## src/rtl/padmap_pkg.sv

```systemverilog
package padmap_pkg;

    localparam int ROW_W  = 16;
    localparam int SPAN_W = ROW_W + 1;
    localparam int OUT_W  = 2 * SPAN_W;

    typedef enum logic [1:0] {
        PM_IDLE,
        PM_DIV_TOP,
        PM_DIV_BOT
    } pm_state_e;

    typedef struct packed {
        logic [OUT_W-1:0] pad_y;
        logic [ROW_W-1:0] lead;
        logic [OUT_W-1:0] pad_h;
    } pm_result_t;

    // Place a row given its group index and offset within the group.
    function automatic logic [OUT_W-1:0] fold_row(
        input logic [SPAN_W-1:0] quo,
        input logic [ROW_W-1:0]  rem,
        input logic [SPAN_W-1:0] period
    );
        return OUT_W'(quo) * OUT_W'(period) + OUT_W'(rem);
    endfunction

endpackage

```

## src/rtl/padmap_divider.sv

```systemverilog
module padmap_divider #(
    parameter int DVD_W = 17,
    parameter int DVS_W = 16
) (
    input  logic             clk,
    input  logic             rst,
    input  logic             go,
    input  logic [DVD_W-1:0] dividend,
    input  logic [DVS_W-1:0] divisor,
    output logic [DVD_W-1:0] quotient,
    output logic [DVS_W-1:0] remainder,
    output logic             fin
);

    localparam int CNT_W = $clog2(DVD_W + 1);

    logic [DVS_W-1:0] acc;
    logic [DVD_W-1:0] qr;
    logic [CNT_W-1:0] cnt;
    logic             run;
    logic             fin_q;
    logic [DVS_W:0]   shifted;
    logic [DVS_W:0]   diff;
    logic             fits;

    always_comb begin
        shifted = {acc, qr[DVD_W-1]};
        fits    = (shifted >= {1'b0, divisor});
        diff    = shifted - {1'b0, divisor};
    end

    always_ff @(posedge clk) begin
        if (rst) begin
            acc   <= '0;
            qr    <= '0;
            cnt   <= '0;
            run   <= 1'b0;
            fin_q <= 1'b0;
        end else begin
            fin_q <= 1'b0;
            if (go) begin
                acc <= '0;
                qr  <= dividend;
                cnt <= CNT_W'(DVD_W);
                run <= 1'b1;
            end else if (run) begin
                acc <= fits ? diff[DVS_W-1:0] : shifted[DVS_W-1:0];
                qr  <= {qr[DVD_W-2:0], fits};
                cnt <= cnt - CNT_W'(1);
                if (cnt == CNT_W'(1)) begin
                    run   <= 1'b0;
                    fin_q <= 1'b1;
                end
            end
        end
    end

    assign quotient  = qr;
    assign remainder = acc;
    assign fin       = fin_q;

endmodule

```

## src/rtl/padmap_seq.sv

```systemverilog
module padmap_seq
    import padmap_pkg::*;
(
    input  logic              clk,
    input  logic              rst,
    input  logic              start,
    input  logic [ROW_W-1:0]  row_y,
    input  logic [ROW_W-1:0]  height,
    input  logic [ROW_W-1:0]  grp_active,
    input  logic [ROW_W-1:0]  grp_dummy,
    output logic              div_go,
    output logic [SPAN_W-1:0] div_dividend,
    output logic [ROW_W-1:0]  div_divisor,
    input  logic [SPAN_W-1:0] div_quo,
    input  logic [ROW_W-1:0]  div_rem,
    input  logic              div_fin,
    output logic              busy,
    output logic              done,
    output logic              err,
    output pm_result_t        result
);

    pm_state_e         state;
    logic [ROW_W-1:0]  y_q;
    logic [SPAN_W-1:0] last_q;
    logic [ROW_W-1:0]  m_q;
    logic [SPAN_W-1:0] n_q;
    logic [SPAN_W-1:0] top_quo;
    logic [ROW_W-1:0]  top_rem;
    logic              go_q;
    logic              done_q;
    logic              err_q;
    pm_result_t        res_q;
    logic [OUT_W-1:0]  top_row;
    logic [OUT_W-1:0]  bot_row;

    always_comb begin
        top_row = fold_row(top_quo, top_rem, n_q);
        bot_row = fold_row(div_quo, div_rem, n_q);
    end

    always_ff @(posedge clk) begin
        if (rst) begin
            state   <= PM_IDLE;
            y_q     <= '0;
            last_q  <= '0;
            m_q     <= '0;
            n_q     <= '0;
            top_quo <= '0;
            top_rem <= '0;
            go_q    <= 1'b0;
            done_q  <= 1'b0;
            err_q   <= 1'b0;
            res_q   <= '0;
        end else begin
            go_q   <= 1'b0;
            done_q <= 1'b0;
            unique case (state)
                PM_IDLE: begin
                    if (start) begin
                        y_q    <= row_y;
                        last_q <= SPAN_W'(row_y) + SPAN_W'(height) - SPAN_W'(1);
                        m_q    <= grp_active;
                        n_q    <= SPAN_W'(grp_active) + SPAN_W'(grp_dummy);
                        err_q  <= 1'b0;
                        if (grp_active == '0) begin
                            err_q  <= 1'b1;
                            done_q <= 1'b1;
                        end else begin
                            go_q  <= 1'b1;
                            state <= PM_DIV_TOP;
                        end
                    end
                end
                PM_DIV_TOP: begin
                    if (div_fin) begin
                        top_quo <= div_quo;
                        top_rem <= div_rem;
                        go_q    <= 1'b1;
                        state   <= PM_DIV_BOT;
                    end
                end
                PM_DIV_BOT: begin
                    if (div_fin) begin
                        res_q.pad_y <= top_row;
                        res_q.lead  <= m_q - top_rem;
                        res_q.pad_h <= bot_row - top_row + OUT_W'(1);
                        done_q      <= 1'b1;
                        state       <= PM_IDLE;
                    end
                end
                default: state <= PM_IDLE;
            endcase
        end
    end

    assign div_go       = go_q;
    assign div_dividend = (state == PM_DIV_BOT) ? last_q : SPAN_W'(y_q);
    assign div_divisor  = m_q;
    assign busy         = (state != PM_IDLE);
    assign done         = done_q;
    assign err          = err_q;
    assign result       = res_q;

endmodule

```

## src/rtl/padmap_remap.sv

```systemverilog
module padmap_remap
    import padmap_pkg::*;
(
    input  logic             clk,
    input  logic             rst,
    input  logic             start,
    input  logic [ROW_W-1:0] row_y,
    input  logic [ROW_W-1:0] height,
    input  logic [ROW_W-1:0] grp_active,
    input  logic [ROW_W-1:0] grp_dummy,
    output logic             busy,
    output logic             done,
    output logic             err,
    output logic [OUT_W-1:0] pad_y,
    output logic [ROW_W-1:0] lead_lines,
    output logic [OUT_W-1:0] pad_h
);

    logic              div_go;
    logic [SPAN_W-1:0] div_dividend;
    logic [ROW_W-1:0]  div_divisor;
    logic [SPAN_W-1:0] div_quo;
    logic [ROW_W-1:0]  div_rem;
    logic              div_fin;
    pm_result_t        result;

    padmap_seq u_seq (
        .clk         (clk),
        .rst         (rst),
        .start       (start),
        .row_y       (row_y),
        .height      (height),
        .grp_active  (grp_active),
        .grp_dummy   (grp_dummy),
        .div_go      (div_go),
        .div_dividend(div_dividend),
        .div_divisor (div_divisor),
        .div_quo     (div_quo),
        .div_rem     (div_rem),
        .div_fin     (div_fin),
        .busy        (busy),
        .done        (done),
        .err         (err),
        .result      (result)
    );

    padmap_divider #(
        .DVD_W(SPAN_W),
        .DVS_W(ROW_W)
    ) u_div (
        .clk      (clk),
        .rst      (rst),
        .go       (div_go),
        .dividend (div_dividend),
        .divisor  (div_divisor),
        .quotient (div_quo),
        .remainder(div_rem),
        .fin      (div_fin)
    );

    assign pad_y      = result.pad_y;
    assign lead_lines = result.lead;
    assign pad_h      = result.pad_h;

endmodule

```

## config.mk

```make
export PLATFORM = sky130hd
export DESIGN_NAME = padmap_remap
export DESIGN_NICKNAME = d
export VERILOG_FILES = /design/src/rtl/padmap_pkg.sv /design/src/rtl/padmap_divider.sv /design/src/rtl/padmap_seq.sv /design/src/rtl/padmap_remap.sv
export SDC_FILE = /design/constraint.sdc
export NUM_CORES = 2
export LEC_CHECK = 0
export BUFFER_PORTS_ARGS = -buffer_cell sky130_fd_sc_hd__buf_2
export CAP_MARGIN = 5
export CORE_MARGIN = 5
export CORE_UTILIZATION = 35
export DETAILED_ROUTE_END_ITERATION = 6
export GPL_TIMING_DRIVEN = 0
export SYNTH_ARGS = -nofsm -noshare
export SYNTH_HDL_FRONTEND = slang
export SYNTH_SLANG_ARGS = --single-unit
```

## constraint.sdc

```tcl
create_clock -name clk -period 19.7 [get_ports clk]
set_input_delay 3.94 -clock clk [delete_from_list [all_inputs] [get_ports clk]]
set_output_delay 3.94 -clock clk [all_outputs]
set_load 0.005 [all_outputs]
```

# Yosys cells after proc, flatten, opt, wreduce, memory -nomap -nowiden
# Index checks and enable logic that the tools add are counted.
# word_totals
inputBits,67
ff_bits,228
# op_classes
n_bitwise,1
addsub,10
eq_ne,7
magnitude_cmp,1
mux,22
multipliers,2
n_reduce_logical,10
# op_table
operator,n
34-bit by 16-bit adder with 34-bit output,2
17-bit by 17-bit multiplier with 34-bit output,2
17-bit two-way mux,3
16-bit by 16-bit adder with 17-bit output,2
34-bit by 1-bit adder with 34-bit output (second input constant),1
34-bit subtractor,1
16-bit subtractor,2
17-bit by 16-bit greater-or-equal comparator with 1-bit output,1
17-bit by 1-bit subtractor with 17-bit output (second input constant),1
16-bit logical NOT,1
16-bit two-way mux,1
5-bit two-way mux,2
1-bit two-way mux,9
2-bit two-way mux,4
2-bit one-hot mux with 3 select lines,1
2-bit AND reduction,3
5-bit by 1-bit equality test with 1-bit output (second input constant),1
5-bit by 1-bit subtractor with 5-bit output (second input constant),1
2-bit by 1-bit != test with 1-bit output (second input constant),2
2-bit != test (second input constant),2
1-bit one-hot mux with 2 select lines,2
4-bit AND reduction,1
2-bit nonzero test,2
3-bit OR reduction,1
other kinds (5),5

# Longest topological paths before layout
# depth
depth_word,4
depth_mapped,44
mapped_depth_nobuf,41

# By module
# From an unflattened synthesis, not the netlist that was laid out.
# unflattened
hier_cells,3937
area_unflattened_um2,32718.9
# modules_own_cells
module,instances,cells_per_inst,area_each_um2,seq_area_each_um2
padmap_seq,1,3598,30031.3,3763.6
padmap_divider,1,339,2687.6,800.8

# Worst setup path after synthesis
# OpenSTA, ideal clock, no wires.
# synth_timing
kind,register -> register
from,register u_seq.n_q[2]
to,register u_seq.result[29] (netlist name)
setup_slack_ns,8.898
required_time_ns,19.583
setup_ns,0.117
period_less_slack_ns,10.802
stages_incl_launch_ff,41
arrival_ns,10.685
path_cell_list,dfxtp_1 clkbuf_1 clkbuf_1 and2_1 fa_1 inv_1 fa_1 fa_1 fa_1 inv_1 fa_1 inv_1 fa_1 inv_1 ha_1 and3_1 o2111ai_1 a31o_1 (+5 left out) fa_1 inv_1 fa_1 fa_1 fa_1 fa_1 fa_1 inv_1 ha_1 a21o_1 or2_2 a211oi_1 a211oi_2 a31o_4 a21oi_2 a21boi_1 o31a_1 a32o_1
# synth_via
elab_chain_cells,4
# synth_lines
element,line,source
from (decl),padmap_seq.sv:27,logic [SPAN_W-1:0] n_q;
from (signal assigned),padmap_seq.sv:64,n_q <= SPAN_W'(grp_active) + SPAN_W'(grp_dummy);
17-bit by 17-bit multiplier with 34-bit output,padmap_pkg.sv:25,return OUT_W'(quo) * OUT_W'(period) + OUT_W'(rem);
34-bit by 16-bit adder with 34-bit output,padmap_pkg.sv:25,
34-bit subtractor (*),padmap_seq.sv:87,res_q.pad_h <= bot_row - top_row + OUT_W'(1);
34-bit by 1-bit adder with 34-bit output (*),padmap_seq.sv:87,
# Mark *: on every way between the ends. The rest lies on a longest branch, timed or not.
# A chain may end at the register's enable or synchronous reset.

# Worst setup path after layout
# layout_timing
from,register u_seq.n_q[10]
to,register u_seq.result[33] (netlist name)
# layout_via
elab_chain_cells,4
# layout_lines
element,line
17-bit by 17-bit multiplier with 34-bit output,padmap_pkg.sv:25
34-bit by 16-bit adder with 34-bit output,padmap_pkg.sv:25
34-bit subtractor (*),padmap_seq.sv:87
34-bit by 1-bit adder with 34-bit output (*),padmap_seq.sv:87
# Marked as above.

==> qor.txt <==
Worst-case hold slack: 448 ps
Pins over their slew limit: 0
Critical path peak fanout: 10
Library cells used by synthesis: 81
Final ANT Viol Nets: 0
Crit path kind: reg -> reg
Post-CTS Setup Inserts: 0
Number of global-route vias before repair: 27,400
Crit end category: flop
Cell count after synthesis: 3,931
Crit path launch type: flop
Commonest non-fill, non-tap cell in the layout: inv_1
Synth async-reset ratio: 0%
Vias per inst: 5.10
CTS Hold Buffers Added: 0
Clock Skew: 33.2 ps
Worst EP required: 20,230 ps
Post-synth EDFFs: 0
Sequential fraction of the synthesis area: 13.9%
Final wirelength: 115 mm
First-pass GRT wire length: 172 mm
Initial DRC Count: 2,506
DRT Pass-1 Iters: 6
Tot Pwr: 2.07 mW
Peak Freq: 0.0723 GHz
Grt ovf: 0
Maximum capacitance violations: 0
Final #Nets: 5,003
Layout Cells excl Fill: 5,387
Most used cell, CP: fa_1
Clock Sinks: 228
Die height: 316 µm
Pwr per Cell Area: 57.6 nW/µm²
Max VDD drop: 0.0000693 V
Worst path slowest cell: clkbuf_1
P&R area growth vs syn: 10.0%
Largest net degree at the start of global routing: 15
# rows: 112
Total track usage: 22.9%
Unrepaired setup endpoints after global routing: no
Initial antenna violation count: 15
Post-synthesis cell area: 32,700 µm²
Worst reg2reg setup slack: 5870 ps
Starting Density: 35.2%
Die W: 316 µm
Clk buf depth: 3
Cts repair resizes: 0
Via count: 27,500
Worst-Margin Slew: 1420 ps
Setup violations, final: 0
Synth warnings: 0
Post-Place Cells: 5,338
Min cycle time layout: 13,830 ps
Max incr delay on CP: 1030 ps
Post-DP HPWL: 94.0 mm
Leak: 16.7 nW
Worst hold path type: reg -> reg
Part of the cycle the worst path needs: 70.2%
Clock Latency Late Sink: 610 ps
Most frequent cells in the layout: inv_1, nand2_1, fa_1
Predominant post-synthesis flop cell: dfxtp_1
Reg clk slew, reported paths: 70 ps
Drc violations: 0
H-tree levels: 1
Run status: complete, no violations
TritonCTS clock tree: yes
Syn nets: 4,821
Die ar.: 99,700 µm²
Number of synthesized register bits: 228
Setup TNS: 0 ps
Final hold vios: 0
Layout cells sized above 1: 5.83%
Relative slew slack: 5.05%
Critical path data arrival time: 14,360 ps
Root buf cell: clkbuf_16
IO Port Bufs: 153
Num ports: 154
Final Util: 38.7%
Total CTS buffers: 26
Syn_area_per_cell: 8.33 µm²
Core box area: 93,000 µm²
Drt wl/cell: 21.3 µm
Routability cong.: 0.975
==> through the flow <==
| stage | area, µm² | setup slack [ps] |
|---|---|---|
| 3_3_place_gp | 35100 | 6430 |
| 6_report | 36000 | 5870 |
| 3_5_place_dp | 35100 | 6410 |
| 5_1_grt | 36000 | 5480 |
| 4_1_cts | 36000 | 6380 |
| 2_1_floorplan | 32700 | 8900 |
==> state kept, by name (all words and copies together), names as in the netlist, 2 cells and up <==
name               flops
u_seq.result          84
u_seq.state            2
u_div.cnt              5
u_seq.last_q          17
u_seq.n_q             17
u_div.quotient        17
u_div.remainder       16
u_seq.top_rem         16
u_seq.y_q             16
u_seq.div_divisor     16
u_seq.top_quo         17
==> path summary, 6_finish.rpt <==
check,startpoint,endpoint,cells past startpoint
setup / recovery,u_seq.n_q[10]$_SDFFE_PP0P_,u_seq.result[33]$_SDFFE_PP0P_,40
hold / removal,u_seq.result[19]$_SDFFE_PP0P_,u_seq.result[19]$_SDFFE_PP0P_,2
setup reg to reg,u_seq.n_q[10]$_SDFFE_PP0P_,u_seq.result[33]$_SDFFE_PP0P_,40
hold reg to reg,u_seq.result[19]$_SDFFE_PP0P_,u_seq.result[19]$_SDFFE_PP0P_,2
==> cells in the mapped netlist, drive strengths merged, types with 13 or more instances <==
library cell,count,area (µm²)
or2,14,87.6
ha,309,3870
or3,15,93.8
mux2i,26,260
nand3,52,260
inv,770,2890
dfxtp,228,4560
a211oi,52,400
a31oi,17,136
nor3,45,230
fa,514,10300
nor2,111,417
a21o,28,210
o21ai,77,397
a21oi,245,1230
nor2b,35,219
o21a,25,188
nand2,639,2400
and2,287,1800
xor2,22,193
nand2b,13,81.3
xnor2,70,613
clkbuf,187,704
o211ai,16,120
buf,13,71.3
==> kinds of logic after synthesis <==
logic type                 after synthesis  share of synthesized area [%]
AOI/OAI and AO/OA                      529                           10.1
xor gates and xnor gates                93                           2.53
adders and majority gates              823                           43.2
buffers and inverters                  971                           11.2
DFF                                    228                           13.9
muxes                                   27                          0.829
and+or+nand+nor                       1260                           18.1
==> metal layers <==
metal,track usage [%],vias to the layer above,wire [µm]
li1,-,12500,-
met1,31.2,13600,48200
met2,36.1,1137,49900
met3,6.05,173,12600
met4,6.20,4,4070
met5,0,-,27
==> final cells by class <==
cell class | instances | area (µm²)
fillers | 9716 | 57000
multi-input cells | 2732 | 24500
flip-flops and latches | 228 | 4560
inverters | 771 | 2890
well taps | 1254 | 1570
repair buffers | 154 | 793
plain buffers | 200 | 779
clock buffers | 37 | 742
clock inverters | 10 | 164
diodes | 1 | 2.50
==> critical path, delay by kind of cell (launching register included) <==
family,cells,cell delay (ps)
DFF,1,310
AOI/OAI and AO/OA,11,3580
and+or+nand+nor,5,1060
adders and majority gates,14,6630
buffers and inverters,10,2160
==> report_power, final <==
group | total, mW | internal (mW) | switching, mW
Clock | 0.528 | 0.304 | 0.225
Sequential | 0.504 | 0.480 | 0.0246
Combinational | 1.04 | 0.391 | 0.648
Total | 2.07 | 1.18 | 0.897
(Power assumes the default switching activity.)
